<file path="src/rtl/bhs_pkg.sv">
package bhs_pkg;
    typedef enum logic [2:0] {
        ST_IDLE   = 3'd0,
        ST_CHECK  = 3'd1,
        ST_WAIT   = 3'd2,
        ST_SAMPLE = 3'd3,
        ST_DONE   = 3'd4
    } hs_state_e;
endpackage

</file>
<file path="src/rtl/bhs_port_sel.sv">
module bhs_port_sel #(
    parameter int NUM_PORTS = 3,
    parameter int IDX_W     = 2
) (
    input  logic [IDX_W-1:0]     idx,
    input  logic                 req_on,
    input  logic [NUM_PORTS-1:0] port_idle,
    input  logic [NUM_PORTS-1:0] port_ack,
    output logic                 sel_idle,
    output logic                 sel_ack,
    output logic [NUM_PORTS-1:0] halt_req
);
    logic [NUM_PORTS-1:0] hit;

    for (genvar g = 0; g < NUM_PORTS; g++) begin : g_dec
        assign hit[g]      = (idx == IDX_W'(g));
        assign halt_req[g] = hit[g] & req_on;
    end

    assign sel_idle = |(hit & port_idle);
    assign sel_ack  = |(hit & port_ack);
endmodule

</file>
<file path="src/rtl/bhs_timer.sv">
module bhs_timer #(
    parameter int LIMIT = 1000
) (
    input  logic clk,
    input  logic rst_n,
    input  logic run,
    output logic expired
);
    localparam int CNT_W = $clog2(LIMIT + 1);

    logic [CNT_W-1:0] cnt;

    always_ff @(posedge clk or negedge rst_n) begin
        if (!rst_n) begin
            cnt <= '0;
        end else if (!run) begin
            cnt <= '0;
        end else if (cnt != CNT_W'(LIMIT - 1)) begin
            cnt <= cnt + 1'b1;
        end
    end

    assign expired = run && (cnt == CNT_W'(LIMIT - 1));
endmodule

</file>
<file path="src/rtl/bhs_fail_bank.sv">
module bhs_fail_bank #(
    parameter int NUM_PORTS = 3,
    parameter int IDX_W     = 2
) (
    input  logic                 clk,
    input  logic                 rst_n,
    input  logic                 clr,
    input  logic                 set,
    input  logic [IDX_W-1:0]     set_idx,
    output logic [NUM_PORTS-1:0] fail
);
    for (genvar g = 0; g < NUM_PORTS; g++) begin : g_bit
        always_ff @(posedge clk or negedge rst_n) begin
            if (!rst_n) begin
                fail[g] <= 1'b0;
            end else if (clr) begin
                fail[g] <= 1'b0;
            end else if (set && (set_idx == IDX_W'(g))) begin
                fail[g] <= 1'b1;
            end
        end
    end
endmodule

</file>
<file path="src/rtl/bus_halt_seq.sv">
module bus_halt_seq
    import bhs_pkg::*;
#(
    parameter int NUM_PORTS      = 3,
    parameter int TIMEOUT_CYCLES = 1000
) (
    input  logic                 clk,
    input  logic                 rst_n,
    input  logic                 halt_cmd,
    input  logic [NUM_PORTS-1:0] port_idle,
    input  logic [NUM_PORTS-1:0] port_ack,
    output logic [NUM_PORTS-1:0] halt_req,
    output logic                 busy,
    output logic                 done,
    output logic [NUM_PORTS-1:0] fail
);
    localparam int               IDX_W    = (NUM_PORTS > 1) ? $clog2(NUM_PORTS) : 1;
    localparam logic [IDX_W-1:0] LAST_IDX = IDX_W'(NUM_PORTS - 1);

    hs_state_e        state, state_n;
    logic [IDX_W-1:0] idx, idx_n;
    logic             sel_idle, sel_ack, tmr_expired;
    logic             req_on, fail_set, fail_clr, tmr_run;

    // State register
    always_ff @(posedge clk or negedge rst_n) begin
        if (!rst_n) begin
            state <= ST_IDLE;
            idx   <= '0;
        end else begin
            state <= state_n;
            idx   <= idx_n;
        end
    end

    // Next state
    always_comb begin
        state_n = state;
        idx_n   = idx;
        unique case (state)
            ST_IDLE: begin
                if (halt_cmd) begin
                    state_n = ST_CHECK;
                    idx_n   = '0;
                end
            end
            ST_CHECK: begin
                if (!sel_idle) begin
                    state_n = ST_WAIT;
                end else if (idx == LAST_IDX) begin
                    state_n = ST_DONE;
                end else begin
                    idx_n = idx + 1'b1;
                end
            end
            ST_WAIT: begin
                if (sel_ack || tmr_expired) begin
                    state_n = ST_SAMPLE;
                end
            end
            ST_SAMPLE: begin
                if (idx == LAST_IDX) begin
                    state_n = ST_DONE;
                end else begin
                    state_n = ST_CHECK;
                    idx_n   = idx + 1'b1;
                end
            end
            ST_DONE: state_n = ST_IDLE;
            default: state_n = ST_IDLE;
        endcase
    end

    // Outputs
    always_comb begin
        req_on   = (state == ST_WAIT) || (state == ST_SAMPLE);
        tmr_run  = (state == ST_WAIT);
        fail_set = (state == ST_SAMPLE) && !sel_idle;
        fail_clr = (state == ST_IDLE) && halt_cmd;
        busy     = (state != ST_IDLE);
        done     = (state == ST_DONE);
    end

    bhs_port_sel #(.NUM_PORTS(NUM_PORTS), .IDX_W(IDX_W)) u_sel (
        .idx      (idx),
        .req_on   (req_on),
        .port_idle(port_idle),
        .port_ack (port_ack),
        .sel_idle (sel_idle),
        .sel_ack  (sel_ack),
        .halt_req (halt_req)
    );

    bhs_timer #(.LIMIT(TIMEOUT_CYCLES)) u_tmr (
        .clk    (clk),
        .rst_n  (rst_n),
        .run    (tmr_run),
        .expired(tmr_expired)
    );

    bhs_fail_bank #(.NUM_PORTS(NUM_PORTS), .IDX_W(IDX_W)) u_fail (
        .clk    (clk),
        .rst_n  (rst_n),
        .clr    (fail_clr),
        .set    (fail_set),
        .set_idx(idx),
        .fail   (fail)
    );
endmodule

</file>
<file path="config.mk">
export PLATFORM = sky130hd
export DESIGN_NAME = bus_halt_seq
export DESIGN_NICKNAME = d
export VERILOG_FILES = /design/src/rtl/bhs_pkg.sv /design/src/rtl/bhs_port_sel.sv /design/src/rtl/bhs_timer.sv /design/src/rtl/bhs_fail_bank.sv /design/src/rtl/bus_halt_seq.sv
export SDC_FILE = /design/constraint.sdc
export NUM_CORES = 1
export LEC_CHECK = 0
export CORE_MARGIN = 3
export CORE_UTILIZATION = 50
export CTS_CLUSTER_DIAMETER = 150
export CTS_CLUSTER_SIZE = 12
export DETAILED_ROUTE_END_ITERATION = 6
export DONT_BUFFER_PORTS = 1
export GPL_TIMING_DRIVEN = 0
export PLACE_DENSITY_LB_ADDON = 0.12
export SLEW_MARGIN = 15
export SYNTH_ARGS = -nofsm -noshare
export SYNTH_HDL_FRONTEND = slang
export SYNTH_SLANG_ARGS = --single-unit
</file>
<file path="constraint.sdc">
create_clock -name clk -period 2.1 [get_ports clk]
set_input_delay 0.105 -clock clk [delete_from_list [all_inputs] [get_ports clk]]
set_output_delay 0.105 -clock clk [all_outputs]
set_load 0.05 [all_outputs]
</file>
Word level (Yosys, flattened, before mapping). Index checks and enable logic that the tools add are counted.

Bits in registers: 18. Bits of input ports: 9.

$add $sub $neg: 2. Equal/unequal tests: 13. Mux-type cells: 18. Bitwise gates (word level): 5. Reduce and logical (&&, ||, !) cells: 20.

Operators by type and width (count): $mux 10 (2); $mux 3 (5); $pmux 3 s4 (1); $add 10x1->10 const B (1); $eq 10x10->1 const B (1); $ne 10x10->1 const B (1); $ne 2x2->1 const B (4); $and 3x3->3 (2); $eq 3x2->1 const B (2); $logic_and 1x1->1 (6); $mux 1 (6); $mux 2 (3); $pmux 2 s3 (1); $reduce_and 3->1 (2); $reduce_bool 2->1 (3); $reduce_bool 3->1 (2); $reduce_or 3->1 (2); $and 1x1->1 (3); $eq 3x1->1 const B (1); $eq 3x3->1 const B (1); $logic_not 3->1 (1); $ne 3x2->1 const B (1); $add 2x1->2 const B (1); $eq 2x1->1 const B (1); 4 further kinds (5).

Longest topological paths before layout. Gate-level depths: netlist of the first run.

Depth in word-level cells: 8. Mapped depth: 6. Depth with buffers taken out: 6.

Hierarchy. Synthesis of the first run repeated with hierarchy kept, for this count alone.

Cell total of the unflattened synthesis: 105. Area total of the unflattened synthesis: 1024.7 µm².

Modules (own cells, without submodules): bhs_timer (times used 1, cells an instance 55, area each 531.8 µm², sequential area each 250.2 µm²); bus_halt_seq (times used 1, cells an instance 30, area each 301.5 µm², sequential area each 125.1 µm²); bhs_fail_bank (times used 1, cells an instance 12, area each 125.1 µm², sequential area each 75.1 µm²); bhs_port_sel (times used 1, cells an instance 8, area each 66.3 µm², sequential area each 0.0 µm²).

Worst setup path before layout of the first run. Ideal clock, no wire load.

Path type: register -> output. Start point: register state[1]. End point: output done. Arrival time: 1.646 ns. Setup slack: 0.349 ns. Cell stages (with the launch flop): 3. Path buffers: 1. Cell sequence: dfrtp_1 > buf_6 > nor3b_1.

Cells in the longest elaborated chain, start to end: 1.

Ends and longest elaborated chain: start, declared (RTL line bus_halt_seq.sv:20) `hs_state_e state, state_n;`; start signal, assigned (RTL line bus_halt_seq.sv:31) `state <= state_n;`; $eq 3x3->1 (RTL line bus_halt_seq.sv:81) `done = (state == ST_DONE);`; end, declared (RTL line bus_halt_seq.sv:14) `output logic done,`.

No other way between the ends.

Worst setup path after layout of the first run.
Start point: register idx[0]. End point: register idx[1].

Cells in the longest elaborated chain, start to end: 5.

Ends and longest elaborated chain: start, declared (RTL line bus_halt_seq.sv:21) `logic [IDX_W-1:0] idx, idx_n;`; start signal, assigned (RTL line bus_halt_seq.sv:32) `idx <= idx_n;`; $eq 2x1->1, or another cell as far along (RTL line bhs_port_sel.sv:16) `assign hit[g] = (idx == IDX_W'(g));`; $and 3x3->3 (RTL line bhs_port_sel.sv:20) `assign sel_idle = |(hit & port_idle);`; $reduce_or 3->1 (RTL line bhs_port_sel.sv:20); $ne 2x2->1 (no source line); $reduce_and 3->1 (no source line).

Several ways; a longest one is shown, not always the timed one. The select of a mux whose other input is x is not followed. A chain may end at the register's enable or synchronous reset.

==> summary.txt, run 1 <==
Worst setup path
  – Crit-path max cell delay: 0.40 ns
  – Data required, critical path: 2.27 ns
  – Startpoint types: register
  – CP Class: reg -> reg
  – Critical Path AT: 1.97 ns
  – Worst Path Max Fanout: 5
  – Critical Path End Type: register
  – Worst path cell trace: inv_1, ha_1, a22o_1, o21ai_0, mux2_2
  – CP max stage cell: dfrtp_1

Logic synthesis
  – Synth top area cells: dfrtp_1, nor2_1, xor2_1
  – Post-synth ARST share: 1.000
  – EDFF count, synth: 0
  – Sequential-to-total area share from yosys stat: 0.4551
  – Mapped Area: 989.7 sq um
  – Top FF cell, synth: dfrtp_1
  – Syn Area/Cell: 9.799 sq um
  – Netlist cell types: 31
  – Total number of yosys warnings: 0
  – Area leader, netlist: dfrtp_1
  – Synth Instances: 101
  – Synth Register Bits: 18
  – Post-synth top area share: 0.4551
  – Mapped Nets: 114

Clock tree
  – Buffer depth of the longest clock path: 2
  – # H-tree levels: 1
  – Post-CTS Setup Inserts: 0
  – CTS Buf Count: 3
  – CTS Sinks: 18
  – Post_cts resized: 0
  – Root Driver: clkbuf_4
  – Worst-Skew Late Latency: 0.28 ns
  – CTS tree: built
  – Clock slew at reported path FFs: 0.09 ns

Timing
  – Skew final: 0.003167 ns
  – FMAX: 556.4 MHz
  – Min Tclk post-route: 1.797 ns
  – Slew headroom: 0.4471
  – Setup violators final: 0
  – Slew Viols, Final: 0
  – Slew @ Worst Pin: 0.8258 ns
  – RSZ-0062 raised after global routing: false
  – Final Hold Vio Count: 0
  – Tcrit/Tclk final: 0.8559
  – Fin Setup TNS: 0 ns

Pwr
  – Peak VDD IR: 941.0 uV
  – Power Density: 1243 nW/um^2
  – Leakage: 0.0004541 uW

Die
  – Die Y: 50.49 microns
  – Die area: 2549 sq um
  – DIE WIDTH: 50.49 microns
  – Top-Level Pins: 17
  – Core Footprint: 1802 sq um
  – Initial Util: 0.5493
  – Row cnt: 15

Global route
  – GRT overflow: 0
  – Met2 Usage GRT: 0.2543
  – GR Util met3: 0.04154
  – First-pass GRT wire length: 3284 microns
  – GR peak layer: met2
  – GRT met1 Usage: 0.2357
  – Number of global-route vias before repair: 728
  – Initial antenna violation count: 0
  – Largest net degree at the start of global routing: 19
  – GRT Total Usage: 0.1719

Drt
  – Starting DRT DRC Count: 23
  – Via density: 5.600
  – WL/cell: 13.85 microns
  – ANT nets after route: 0
  – Routed wire length: 1801 microns
  – Via Count: 728
  – Drc violations: 0
  – DR pass1 iterations: 5

Finish
  – Nets: 120
  – Diode count: 0
  – Layout cell share with drive strength beyond 1: 0.1048
  – Area Overhead vs Synth: 6.954%
  – Util after Layout: 0.5875

Min path
  – Hold Path Class: in -> reg

Outcome
  – Status: finished, final reports clean

Run
  – Max Cap Viol: 0

Placement
  – RePlAce Congestion: 0.7733
  – Port bufs: 0
  – Post-detail-place hpwl: 1365 microns
## per-stage QoR
stage / setup slack, ns / area (sq um) / hold WS [ns] / cells / power (uW)
floorplan: 0.3490 / 989.7 / -0.1906 / 101 / 1047
global placement: 0.3100 / 1021 / -0.1902 / 126 / 1131
detailed placement: 0.3403 / 1026 / -0.1898 / 126 / 1157
CTS: 0.3172 / 1059 / 0.03582 / 130 / 1330
global route: 0.1956 / 1059 / 0.03005 / 130 / 1429
finish: 0.3027 / 1059 / 0.04175 / 130 / 1316
## state kept, by name (all words and copies together), names as in the netlist
signal and flops:
state 3, idx 2, u_fail.fail 3, u_tmr.cnt 10
## cell usage after synthesis (3+ instances only)
library cell  number
dfrtp_1           18
nor2_1            14
a21oi_1            7
xor2_1             6
inv_1              5
nand2_1            5
ha_1               4
nor3b_1            4
o21ai_0            4
and2_1             3
nand2b_1           3
nand3_1            3
nand4_1            3
## final timing paths
path | start | endpoint | slack [ns] | depth (start not counted)
max in group asynchronous | rst_n | idx[1] | 1.28 | 1
min in group asynchronous | rst_n | u_tmr.cnt[4] | 0.33 | 1
hold / removal | port_idle[2] | state[1] | 0.04 | 3
setup reg to reg | idx[0] | idx[1] | 0.30 | 5
setup / recovery | idx[0] | idx[1] | 0.30 | 5
hold reg to reg | idx[0] | idx[0] | 0.52 | 1
## routing by layer
| metal | share of wire | up-vias | wire, microns |
|---|---|---|---|
| met1 | 0.49 | 355 | 874 |
| met2 | 0.47 | 10 | 842 |
| met5 | 0 | - | 0 |
| li1 | - | 361 | - |
| met3 | 0.040 | 2 | 72 |
| met4 | 0.0067 | 0 | 12 |
## cell families after synthesis
kind of cell               count (synthesis)  synth area share
adders and majority gates                  4           0.05057
and+or+nand+nor                           47            0.2718
AOI/OAI and AO/OA                         15           0.09229
buffers and inverters                      8           0.04551
muxes                                      3           0.03161
xor gates and xnor gates                   6           0.05310
DFF                                       18            0.4551
## power breakdown
| group | total, uW | switching, uW | leakage (uW) | internal (uW) |
|---|---|---|---|---|
| logic | 576 | 365 | 0.000197 | 211 |
| clock network | 162 | 95.3 | 0.0000138 | 66.5 |
| registers | 578 | 159 | 0.000243 | 419 |
## what timing repair did
action	in CTS	in global routing
endpoints found under the hold margin	18	0
hold buffers	1	0
endpoints found under the setup margin	0	0
## critical path, delay by kind of cell (launching register included)
family | cells | cell delay (ns)
buf+inv | 1 | 0.08
fa+ha+maj | 1 | 0.24
flops | 1 | 0.40
mux | 1 | 0.38
compound gates | 2 | 0.60
## area by class of cell
class | instances | area [sq um]
Clock buffer | 3 | 22.52
Fill cell | 176 | 743.2
Sequential cell | 18 | 450.4
Tap cell | 25 | 31.28
Timing Repair Buffer | 1 | 10.01
Multi-Input combinational cell | 75 | 499.2
Inverter | 5 | 18.77
Buffer | 3 | 26.28
## placed cells by master, fill, tap and decap left out
cell type,netlist,routed
a222oi_1,1,1
nand2b_1,3,3
ha_1,4,4
a21oi_2,1,1
nor3b_1,4,3
nand3b_1,1,1
a22o_1,1,1
mux2_2,1,1
or3_1,2,2
nand3_1,3,3
nor2b_1,1,1
or3_4,1,1
and4_1,2,2
clkbuf_4,0,3
inv_1,5,5
buf_6,2,2
nor2_1,14,14
nor3b_2,0,1
nand4_1,3,3
nand2_1,5,5
and2_1,3,3
nor4b_1,1,1
dfrtp_1,18,18
nor3_1,1,1
nor4bb_1,1,1
xor2_1,6,6
nor2_2,1,1
clkbuf_1,1,1
and3_4,1,1
o21ai_0,4,4
o32ai_1,1,1
mux2i_1,2,2
a21oi_1,7,7
dlygate4sd3_1,0,1
No activity file was read; power rests on OpenSTA's default activity.
==> run 2, diff against run 1 <==
Settings changed: CAP_MARGIN from default to 10, PLACE_DENSITY_LB_ADDON 0.12 to 0.08.
==> summary.txt, run 2 (synthesis gave the netlist of run 1 again) <==
Drt
  – WL/cell: 14.13 microns (+2.0%)
  – Via density: 5.550 (-0.90%)
  – ANT nets after route: 0 (unchanged)
  – Starting DRT DRC Count: 16 (-30%)
  – Drc violations: 0 (unchanged)
  – Via Count: 727 (-0.14%)
  – Routed wire length: 1851 microns (+2.8%)
  – DR pass1 iterations: 4 (-1)

Timing
  – Slew Viols, Final: 0 (unchanged)
  – Tcrit/Tclk final: 0.8727 (+0.01678)
  – Setup violators final: 0 (unchanged)
  – Final Hold Vio Count: 0 (unchanged)
  – Final hold slack: 0.02145 ns (-0.02031 ns)
  – FMAX: 545.7 MHz (-1.9%)
  – Slew @ Worst Pin: 0.8264 ns (+0.0005890 ns)
  – Skew final: 0.004990 ns (+0.001824 ns)
  – RSZ-0062 raised after global routing: false
  – Slew headroom: 0.4467 (about the same)
  – Fin Setup TNS: 0 ns (unchanged)
  – Min Tclk post-route: 1.833 ns (+0.03524 ns)

Worst setup path
  – Critical Path End Type: register
  – Worst r2r path cells: 5 (unchanged)
  – CP Class: reg -> reg
  – Worst R2R Start: idx[0]
  – Data required, critical path: 2.29 ns (+0.02 ns)
  – Worst Path Max Fanout: 5 (unchanged)
  – Startpoint types: register
  – Reg2reg end: idx[1]
  – Critical Path AT: 2.02 ns (+0.05 ns)
  – R2r setup slk: 0.27 ns (-0.04 ns)

Global route
  – GRT overflow: 0 (unchanged)
  – First-pass GRT wire length: 3374 microns (+2.7%)
  – Largest net degree at the start of global routing: 19 (unchanged)
  – GRT Total Usage: 0.1731 (+0.001150)
  – Initial antenna violation count: 0 (unchanged)
  – Number of global-route vias before repair: 721 (-0.96%)

Run
  – Max Cap Viol: 0 (unchanged)

Finish
  – Commonest non-fill, non-tap cell in the layout: dfrtp_1
  – Layout cell share with drive strength beyond 1: 0.1132 (+0.008446)
  – Most frequent cells in the layout: dfrtp_1, nor2_1, a21oi_1
  – Diode count: 0 (unchanged)
  – Biggest register: u_tmr.cnt
  – Largest register FFs: 10 (unchanged)
  – Fin cells: 131 (+0.77%)
  – Area Overhead vs Synth: 8.344%
  – Finished Cell Area: 1072 sq um (+1.3%)
  – Filler Cells Inserted: 171 (-2.8%)
  – Largest regs: u_tmr.cnt (10), state (3), u_fail.fail (3)
  – Nets: 120 (unchanged)

Placement
  – Port bufs: 0 (unchanged)
  – Post-DP Area: 1026 sq um (unchanged)
  – RePlAce Congestion: 0.7686 (-0.61%)
  – Post-detail-place hpwl: 1342 microns (-1.7%)
  – Placed instance count: 126 (unchanged)

Clock tree
  – Root Driver: clkbuf_4
  – Worst-Skew Late Latency: 0.29 ns (about the same)
  – # H-tree levels: 1 (unchanged)
  – CTS tree: built
  – Clock slew at reported path FFs: 0.10 ns (about the same)
  – Post-CTS Setup Inserts: 0 (unchanged)
  – CTS Buf Count: 3 (unchanged)
  – Buffer depth of the longest clock path: 2 (unchanged)
  – CTS Sinks: 18 (unchanged)

Outcome
  – Status: finished, final reports clean

Pwr
  – Peak VDD IR: 853.3 uV (-9.3%)
  – Leakage: 0.0004613 uW (+1.6%)
  – Pwr Total: 1364 uW (+3.7%)
  – Power Density: 1272 nW/um^2 (+2.3%)

Die
  – DIE WIDTH: 50.49 microns (unchanged)
  – Die area: 2549 sq um (unchanged)
  – Initial Util: 0.5493 (unchanged)
  – Row cnt: 15 (unchanged)
  – Top-Level Pins: 17 (unchanged)
  – Core Footprint: 1802 sq um (unchanged)
  – Die Y: 50.49 microns (unchanged)

Min path
  – Hold Crit Depth: 3 (unchanged)
  – Hold Path Class: in -> reg
  – Min-delay src: port_idle[2]
  – Hold EP: state[1]
[run 2: report_power, final]
group	total, uW	switching [uW]	leakage (uW)	internal [uW]
sequential	580	161	0.000243	419
combinational	572	361	0.000197	211
clock	212	106	0.0000210	106
total	1360	628	0.000461	736
[run 2: area by class of cell]
cell class / count / area (sq um) / share of cell area
multi-input combinational: 75 / 499.2 / 0.4656
sequential: 18 / 450.4 / 0.4201
clock buffer: 4 / 36.28 / 0.03384
tap: 25 / 31.28 / 0.02917
buffer: 3 / 26.28 / 0.02450
inverter: 5 / 18.77 / 0.01750
timing repair buffer: 1 / 10.01 / 0.009335
[run 2: how the worst max path moves through the flow]
| stage | startpoint | end | slack, ns |
|---|---|---|---|
| CTS | idx[0] | idx[1] | 0.28 |
| floorplan | state[1] | done | 0.35 |
| global route | idx[0] | idx[1] | 0.14 |
| detailed placement | idx[0] | idx[1] | 0.32 |
| global placement | state[1] | done | 0.31 |
| finish | idx[0] | idx[1] | 0.27 |
[run 2: metal layers]
| metal | global-route usage | up-vias | part of all wire |
|---|---|---|---|
| met4 | 0.05381 | 0 | 0.0043 |
| li1 | - | 363 | - |
| met3 | 0.05045 | 2 | 0.051 |
| met2 | 0.2696 | 16 | 0.45 |
| met1 | 0.2315 | 346 | 0.49 |
| met5 | 0 | - | 0 |
[run 2: critical path, cell delays in order, from the launching register on]
cell	delay, ns
dfrtp_1	0.41
inv_1	0.08
ha_1	0.25
a22o_1	0.25
o21ai_0	0.36
mux2_2	0.38
[run 2: metrics by stage]
| stage | setup WS (ns) | utilization |
|---|---|---|
| floorplan | 0.3490 | - |
| global placement | 0.3096 | 0.5667 |
| detailed placement | 0.3155 | 0.5694 |
| CTS | 0.2809 | 0.5951 |
| global route | 0.1448 | 0.5951 |
| finish | 0.2674 | 0.5951 |
[run 2: repair_timing]
| action | in CTS | in global routing |
|---|---|---|
| resized for setup | 0 | 0 |
| hold buffers | 1 | 0 |
| hold endpoints to repair | 18 | 0 |
